--- src/rtl/pmb_pkg.sv ---
package pmb_pkg;
   // status byte bit positions
   localparam int ST_DONE = 0;
   localparam int ST_RDP  = 1;
   localparam int ST_WRP  = 2;
   // command byte bit positions
   localparam int CMD_WR  = 0;
   localparam int CMD_RD  = 1;

   typedef struct packed {
      logic wrp;   // write pending
      logic rdp;   // read pending
      logic done;  // read data ready
   } pmb_flags_t;
endpackage

--- src/rtl/pmb_decode.sv ---
module pmb_decode #(
   parameter int SEL_BIT = 3,
   localparam int NPORT  = 2 ** SEL_BIT
) (
   input  logic [SEL_BIT:0]   pid_lo,
   input  logic               wr_strobe,
   output logic [NPORT-1:0]   wr_hit,
   output logic               rd_sel,
   output logic [SEL_BIT-1:0] rd_idx
);
   assign rd_sel = ~pid_lo[SEL_BIT];
   assign rd_idx = pid_lo[SEL_BIT-1:0];

   for (genvar i = 0; i < NPORT; i++) begin : g_hit
      assign wr_hit[i] = wr_strobe & rd_sel & (rd_idx == SEL_BIT'(i));
   end
endmodule

--- src/rtl/pmb_bytereg.sv ---
module pmb_bytereg #(
   parameter int BUS_W  = 8,
   parameter int OUT_W  = 24,
   localparam int NBYTE = (OUT_W + BUS_W - 1) / BUS_W
) (
   input  logic             clk,
   input  logic             rst_n,
   input  logic [NBYTE-1:0] we,
   input  logic [BUS_W-1:0] din,
   output logic [OUT_W-1:0] q
);
   logic [NBYTE*BUS_W-1:0] store;

   for (genvar b = 0; b < NBYTE; b++) begin : g_byte
      always_ff @(posedge clk) begin
         if (!rst_n)
            store[b*BUS_W +: BUS_W] <= '0;
         else if (we[b])
            store[b*BUS_W +: BUS_W] <= din;
      end
   end

   if (NBYTE * BUS_W == OUT_W) begin : g_exact
      assign q = store;
   end else begin : g_trim
      logic [NBYTE*BUS_W-OUT_W-1:0] unused_pad;
      assign unused_pad = store[NBYTE*BUS_W-1:OUT_W];
      assign q = store[OUT_W-1:0];
   end
endmodule

--- src/rtl/pmb_ctrl.sv ---
module pmb_ctrl
   import pmb_pkg::*;
#(
   parameter int DATA_W = 16
) (
   input  logic              clk,
   input  logic              rst_n,
   input  logic              cmd_we,
   input  logic              cmd_wr,
   input  logic              cmd_rd,
   input  logic              addr_we,
   input  logic              mem_begun,
   input  logic              mem_rd_valid,
   input  logic [DATA_W-1:0] mem_rdata,
   output pmb_flags_t        flags,
   output logic              mem_req,
   output logic              mem_we,
   output logic [DATA_W-1:0] rdata
);
   logic busy, accept, taken, ret;

   assign busy   = flags.wrp | flags.rdp;
   assign accept = cmd_we & ~busy & (cmd_wr | cmd_rd);
   assign taken  = mem_req & mem_begun;
   assign ret    = flags.rdp & mem_rd_valid;

   always_ff @(posedge clk) begin
      if (!rst_n) begin
         flags   <= '0;
         mem_req <= 1'b0;
         mem_we  <= 1'b0;
         rdata   <= '0;
      end else begin
         if (accept) begin
            mem_req <= 1'b1;
            mem_we  <= cmd_wr;
            if (cmd_wr) flags.wrp <= 1'b1;
            else        flags.rdp <= 1'b1;
         end else if (taken) begin
            mem_req <= 1'b0;
            if (mem_we) flags.wrp <= 1'b0;
         end
         if (ret) begin
            rdata      <= mem_rdata;
            flags.rdp  <= 1'b0;
            flags.done <= 1'b1;
            if (!mem_we) mem_req <= 1'b0;
         end else if (addr_we) begin
            flags.done <= 1'b0;
         end
      end
   end
endmodule

--- src/rtl/pmem_portbank.sv ---
module pmem_portbank
   import pmb_pkg::*;
#(
   parameter int BUS_W   = 8,
   parameter int PID_W   = 8,
   parameter int SEL_BIT = 3,
   parameter int ADDR_W  = 24,
   parameter int DATA_W  = 16
) (
   input  logic              clk,
   input  logic              rst_n,
   input  logic [PID_W-1:0]  pid,
   input  logic [BUS_W-1:0]  out_data,
   input  logic              wr_strobe,
   output logic [BUS_W-1:0]  in_data,
   output logic              mem_req,
   output logic              mem_we,
   output logic [ADDR_W-1:0] mem_addr,
   output logic [DATA_W-1:0] mem_wdata,
   input  logic              mem_begun,
   input  logic              mem_rd_valid,
   input  logic [DATA_W-1:0] mem_rdata
);
   localparam int NPORT      = 2 ** SEL_BIT;
   localparam int ADDR_BYTES = (ADDR_W + BUS_W - 1) / BUS_W;
   localparam int DATA_BYTES = (DATA_W + BUS_W - 1) / BUS_W;
   localparam int WD_BASE    = ADDR_BYTES;
   localparam int CMD_PORT   = ADDR_BYTES + DATA_BYTES;
   localparam int STAT_PORT  = DATA_BYTES;

   // elaboration-time parameter checks
   if (SEL_BIT < 1 || SEL_BIT + 1 > PID_W) begin : g_bad_sel
      $error("pmem_portbank: SEL_BIT out of range");
   end
   if (CMD_PORT + 1 > NPORT) begin : g_bad_wports
      $error("pmem_portbank: too many output ports for SEL_BIT");
   end
   if (STAT_PORT + 1 > NPORT) begin : g_bad_rports
      $error("pmem_portbank: too many input ports for SEL_BIT");
   end
   if (BUS_W < 3) begin : g_bad_bus
      $error("pmem_portbank: bus too narrow for status byte");
   end

   logic [NPORT-1:0]   wr_hit;
   logic               rd_sel;
   logic [SEL_BIT-1:0] rd_idx;
   logic               addr_we;
   pmb_flags_t         flags;
   logic [DATA_W-1:0]  rdata;
   logic               unused_bits;

   pmb_decode #(.SEL_BIT(SEL_BIT)) u_dec (
      .pid_lo   (pid[SEL_BIT:0]),
      .wr_strobe(wr_strobe),
      .wr_hit   (wr_hit),
      .rd_sel   (rd_sel),
      .rd_idx   (rd_idx)
   );

   if (PID_W > SEL_BIT + 1) begin : g_hi_pid
      assign unused_bits = ^{pid[PID_W-1:SEL_BIT+1], wr_hit};
   end else begin : g_no_hi_pid
      assign unused_bits = ^wr_hit;
   end

   assign addr_we = |wr_hit[ADDR_BYTES-1:0];

   pmb_bytereg #(.BUS_W(BUS_W), .OUT_W(ADDR_W)) u_addr (
      .clk  (clk),
      .rst_n(rst_n),
      .we   (wr_hit[ADDR_BYTES-1:0]),
      .din  (out_data),
      .q    (mem_addr)
   );

   pmb_bytereg #(.BUS_W(BUS_W), .OUT_W(DATA_W)) u_wdat (
      .clk  (clk),
      .rst_n(rst_n),
      .we   (wr_hit[CMD_PORT-1:WD_BASE]),
      .din  (out_data),
      .q    (mem_wdata)
   );

   pmb_ctrl #(.DATA_W(DATA_W)) u_ctrl (
      .clk         (clk),
      .rst_n       (rst_n),
      .cmd_we      (wr_hit[CMD_PORT]),
      .cmd_wr      (out_data[CMD_WR]),
      .cmd_rd      (out_data[CMD_RD]),
      .addr_we     (addr_we),
      .mem_begun   (mem_begun),
      .mem_rd_valid(mem_rd_valid),
      .mem_rdata   (mem_rdata),
      .flags       (flags),
      .mem_req     (mem_req),
      .mem_we      (mem_we),
      .rdata       (rdata)
   );

   // input port view
   logic [DATA_BYTES*BUS_W-1:0] rd_pad;
   logic [BUS_W-1:0]            rport [NPORT];
   logic                        st_wrp, st_rdp, st_done;

   assign rd_pad  = (DATA_BYTES*BUS_W)'(rdata);
   assign st_wrp  = flags.wrp;
   assign st_rdp  = flags.rdp;
   assign st_done = flags.done;

   for (genvar i = 0; i < NPORT; i++) begin : g_rport
      if (i < DATA_BYTES) begin : g_data
         assign rport[i] = rd_pad[i*BUS_W +: BUS_W];
      end else if (i == STAT_PORT) begin : g_stat
         always_comb begin
            rport[i]          = '0;
            rport[i][ST_WRP]  = st_wrp;
            rport[i][ST_RDP]  = st_rdp;
            rport[i][ST_DONE] = st_done;
         end
      end else begin : g_zero
         assign rport[i] = '0;
      end
   end

   assign in_data = rd_sel ? rport[rd_idx] : '0;
endmodule

--- config.mk ---
export PLATFORM = sky130hd
export DESIGN_NAME = pmem_portbank
export DESIGN_NICKNAME = d
export VERILOG_FILES = /design/src/rtl/pmb_pkg.sv /design/src/rtl/pmb_decode.sv /design/src/rtl/pmb_bytereg.sv /design/src/rtl/pmb_ctrl.sv /design/src/rtl/pmem_portbank.sv
export SDC_FILE = /design/constraint.sdc
export NUM_CORES = 1
export LEC_CHECK = 0
export BUFFER_PORTS_ARGS = -buffer_cell sky130_fd_sc_hd__buf_2
export CORE_AREA = 2 2 73 75
export DETAILED_ROUTE_END_ITERATION = 10
export DIE_AREA = 0 0 75 77
export GPL_ROUTABILITY_DRIVEN = 0
export HOLD_SLACK_MARGIN = 0.08
export PLACE_DENSITY = 0.83
export SLEW_MARGIN = 5
export SYNTH_ARGS = -nofsm -noshare
export SYNTH_HDL_FRONTEND = slang
export SYNTH_SLANG_ARGS = --single-unit
--- constraint.sdc ---
create_clock -name clk -period 5.2 [get_ports clk]
set_clock_uncertainty 0.05 [all_clocks]
set_input_delay 1.56 -clock clk [delete_from_list [all_inputs] [get_ports clk]]
set_output_delay 1.56 -clock clk [all_outputs]
set_load 0.01 [all_outputs]
==> metrics.txt <==
Worst-path clk slew 0.06 ns; Worst-Skew Late Latency ~0.33 ns; Routed wire per std cell 13.7 um; Sink Count slightly above 60; Worst Hold Class register to register; Vias roughly 2400; Slew @ Worst Pin 0.808 ns; Final setup viols 0; vias per cell 5.36; Starting Density 51.1%; worst vdd ir 0.000192 V; RSZ-0062 raised after global routing false; Mean Syn Cell Area between 8 and 9 um2; ys async rst share 0%; IO Pins between 80 and 90; reg-to-reg setup timing slack a little under 4 ns; number of synthesized register bits 61; Slew headroom 46.1%; die width 75 um; DRC errors left 0; final WL 6.25 mm; slowest CP cell nor2b_1; nets about 420; total CTS buffers 9; path depth of the worst reg2reg path 3; power density cells 333 mW/mm2; Resized cells post-CTS 0; Final min period 4.50 ns; register area approximately 0.0012 mm2; most used cell, CP buf_2; Slowest Stage Delay on Critical Path 0.67 ns; Worst R2R Start u_ctrl.flags[1]$_SDFFE_PP0P_; RR Endpoint u_ctrl.rdata[8]$_SDFFE_PN0P_; Total GRT Usage between 20% and 30%; die area slightly below 0.006 mm2; CP Capture Type output port; PortBufs 82; Post-CTS Hold Buffers 0; CP arrival 2.89 ns; Post-Layout Cell Count 455; Worst Setup Start Kind input pin; multi-input logic area 0.00118 mm2; first-pass GRT wire length 10.1 mm; Cell variety after synth 32; Final Hold Fails 0; Layout area overhead 24.5%; die height 77 um; crit path cell chain buf_2 > nor2b_1 > a2bb2oi_1 > nor2_1 > buf_2; Critical Path End in_data[1]; Final ANT Viol Nets 0; post-CTS setup buffers 0; most frequent cells in the layout 82 x buf_2, 61 x dfxtp_1, 60 x a21oi_1; Final Max Slew Viols 0; CTS tree built; drt first pass iters 5; largest net degree at the start of global routing 62; H-tree Lvls 3; Post-Synthesis Cells 309; initial antenna violation count 0; Final HPWL DP ~4.2 mm; status completed; n_diodes 0; Req. time, crit path roughly 3.6 ns; leakage 1.26 nW; Critical Path Source pid[1]; YS warnings 0; worst-path maximum fanout 13; Post-Place Cells ~440; Crit Path Class input pin to output port; vias in the first global route between 2000 and 2500; num rows 26; Initial DRC Count 209; post-synthesis cell area 0.00254 mm2; most common cell after layout, fill and taps aside buf_2; CTS Root Cell clkbuf_8; Fin Setup TNS 0 ns; ys flop type dfxtp_1; Post-synth EDFFs 0; Clock Tree Buf Depth 2; Fmax achieved ~220 MHz; core area roughly 0.005 mm2; fin crit share 86.5%; MaxCap Viol Count 0; Overflow after GRT 0; Seq/Total Area, Yosys 48.0%; fill cell count 461; Mapped Nets 346; layout cells sized above 1 a little over a quarter
[cells in the mapped netlist (2+ instances only)]
cell type	count	share of area [%]
dfxtp_1	61	48
a21oi_1	60	12
nand3_1	43	8.5
nand2_1	35	5.2
o21ai_1	26	5.1
o21ai_0	14	2.8
clkbuf_1	11	1.6
nor2_1	9	1.3
buf_2	8	1.6
mux2i_1	8	3.1
nand2b_1	5	1.2
a2bb2oi_1	3	1.0
buf_6	3	1.3
nor2b_1	3	0.74
buf_4	2	0.59
or2_2	2	0.49
[final cells by class]
type | instances | share of cell area, %
Clock inverter | 4 | 3.00
Inverter | 2 | 0.237
Sequential cell | 61 | 38.6
Multi-Input combinational cell | 222 | 37.4
Timing Repair Buffer | 84 | 13.4
Clock buffer | 12 | 4.58
Tap cell | 70 | 2.77
[per-layer routing]
metal / vias up / part of all wire, % / track usage (%)
li1: 1229 / - / -
met1: 1096 / 44 / 30.1
met2: 103 / 47 / 33.2
met3: 10 / 7.6 / 5.65
met4: 0 / 1.7 / 10.9
met5: - / 0 / 0
[stage by stage]
step	cell area, um2	total power [mW]	setup slack, ns	util (%)	hold slack (ns)
global placement	2930	0.553	0.741	58.8	0.392
CTS	3170	1.06	0.705	63.6	0.406
finish	3170	1.05	0.700	63.6	0.406
floorplan	2540	0.526	1.27	-	0.386
global route	3170	1.09	0.575	63.6	0.425
detailed placement	2930	0.554	0.712	58.8	0.398
[cell families after synthesis]
kind of cell | Yosys count | share of synthesized area [%]
AO/OA/AOI/OAI | 106 | 21.7
multiplexers | 8 | 3.15
buffers and inverters | 26 | 5.41
AND/OR/NAND/NOR | 108 | 21.7
flip-flops | 61 | 48.0
[report_power, final]
group | internal, mW | leakage [nW] | switching, mW
Sequential | 0.472 | 0.492 | 0.00205
Clock | 0.331 | 0.121 | 0.179
Combinational | 0.0231 | 0.650 | 0.0475
Total | 0.826 | 1.26 | 0.229
[sequential cells by signal, indices dropped and copies added (netlist names)]
register / count
u_ctrl.mem_we: 1
u_wdat.q: 16
u_ctrl.flags: 3
u_ctrl.rdata: 16
u_ctrl.mem_req: 1
u_addr.q: 24
[worst min-delay path by stage]
stage | start | to | slack (ns) | cells after the start
floorplan | u_ctrl.rdata[0]$_SDFFE_PN0P_ | u_ctrl.rdata[0]$_SDFFE_PN0P_ | 0.39 | 2
global placement | u_ctrl.rdata[8]$_SDFFE_PN0P_ | u_ctrl.rdata[8]$_SDFFE_PN0P_ | 0.39 | 2
detailed placement | u_ctrl.rdata[9]$_SDFFE_PN0P_ | u_ctrl.rdata[9]$_SDFFE_PN0P_ | 0.40 | 2
CTS | u_ctrl.rdata[9]$_SDFFE_PN0P_ | u_ctrl.rdata[9]$_SDFFE_PN0P_ | 0.41 | 2
global route | u_ctrl.rdata[10]$_SDFFE_PN0P_ | u_ctrl.rdata[10]$_SDFFE_PN0P_ | 0.42 | 2
finish | u_ctrl.rdata[9]$_SDFFE_PN0P_ | u_ctrl.rdata[9]$_SDFFE_PN0P_ | 0.41 | 2
[worst max-delay path, delay by kind of cell]
kind	cells	cell delay (ns)
buf+inv	2	0.38
compound gates	1	0.15
simple gates	2	0.80
No activity file was read; power rests on OpenSTA's default activity.
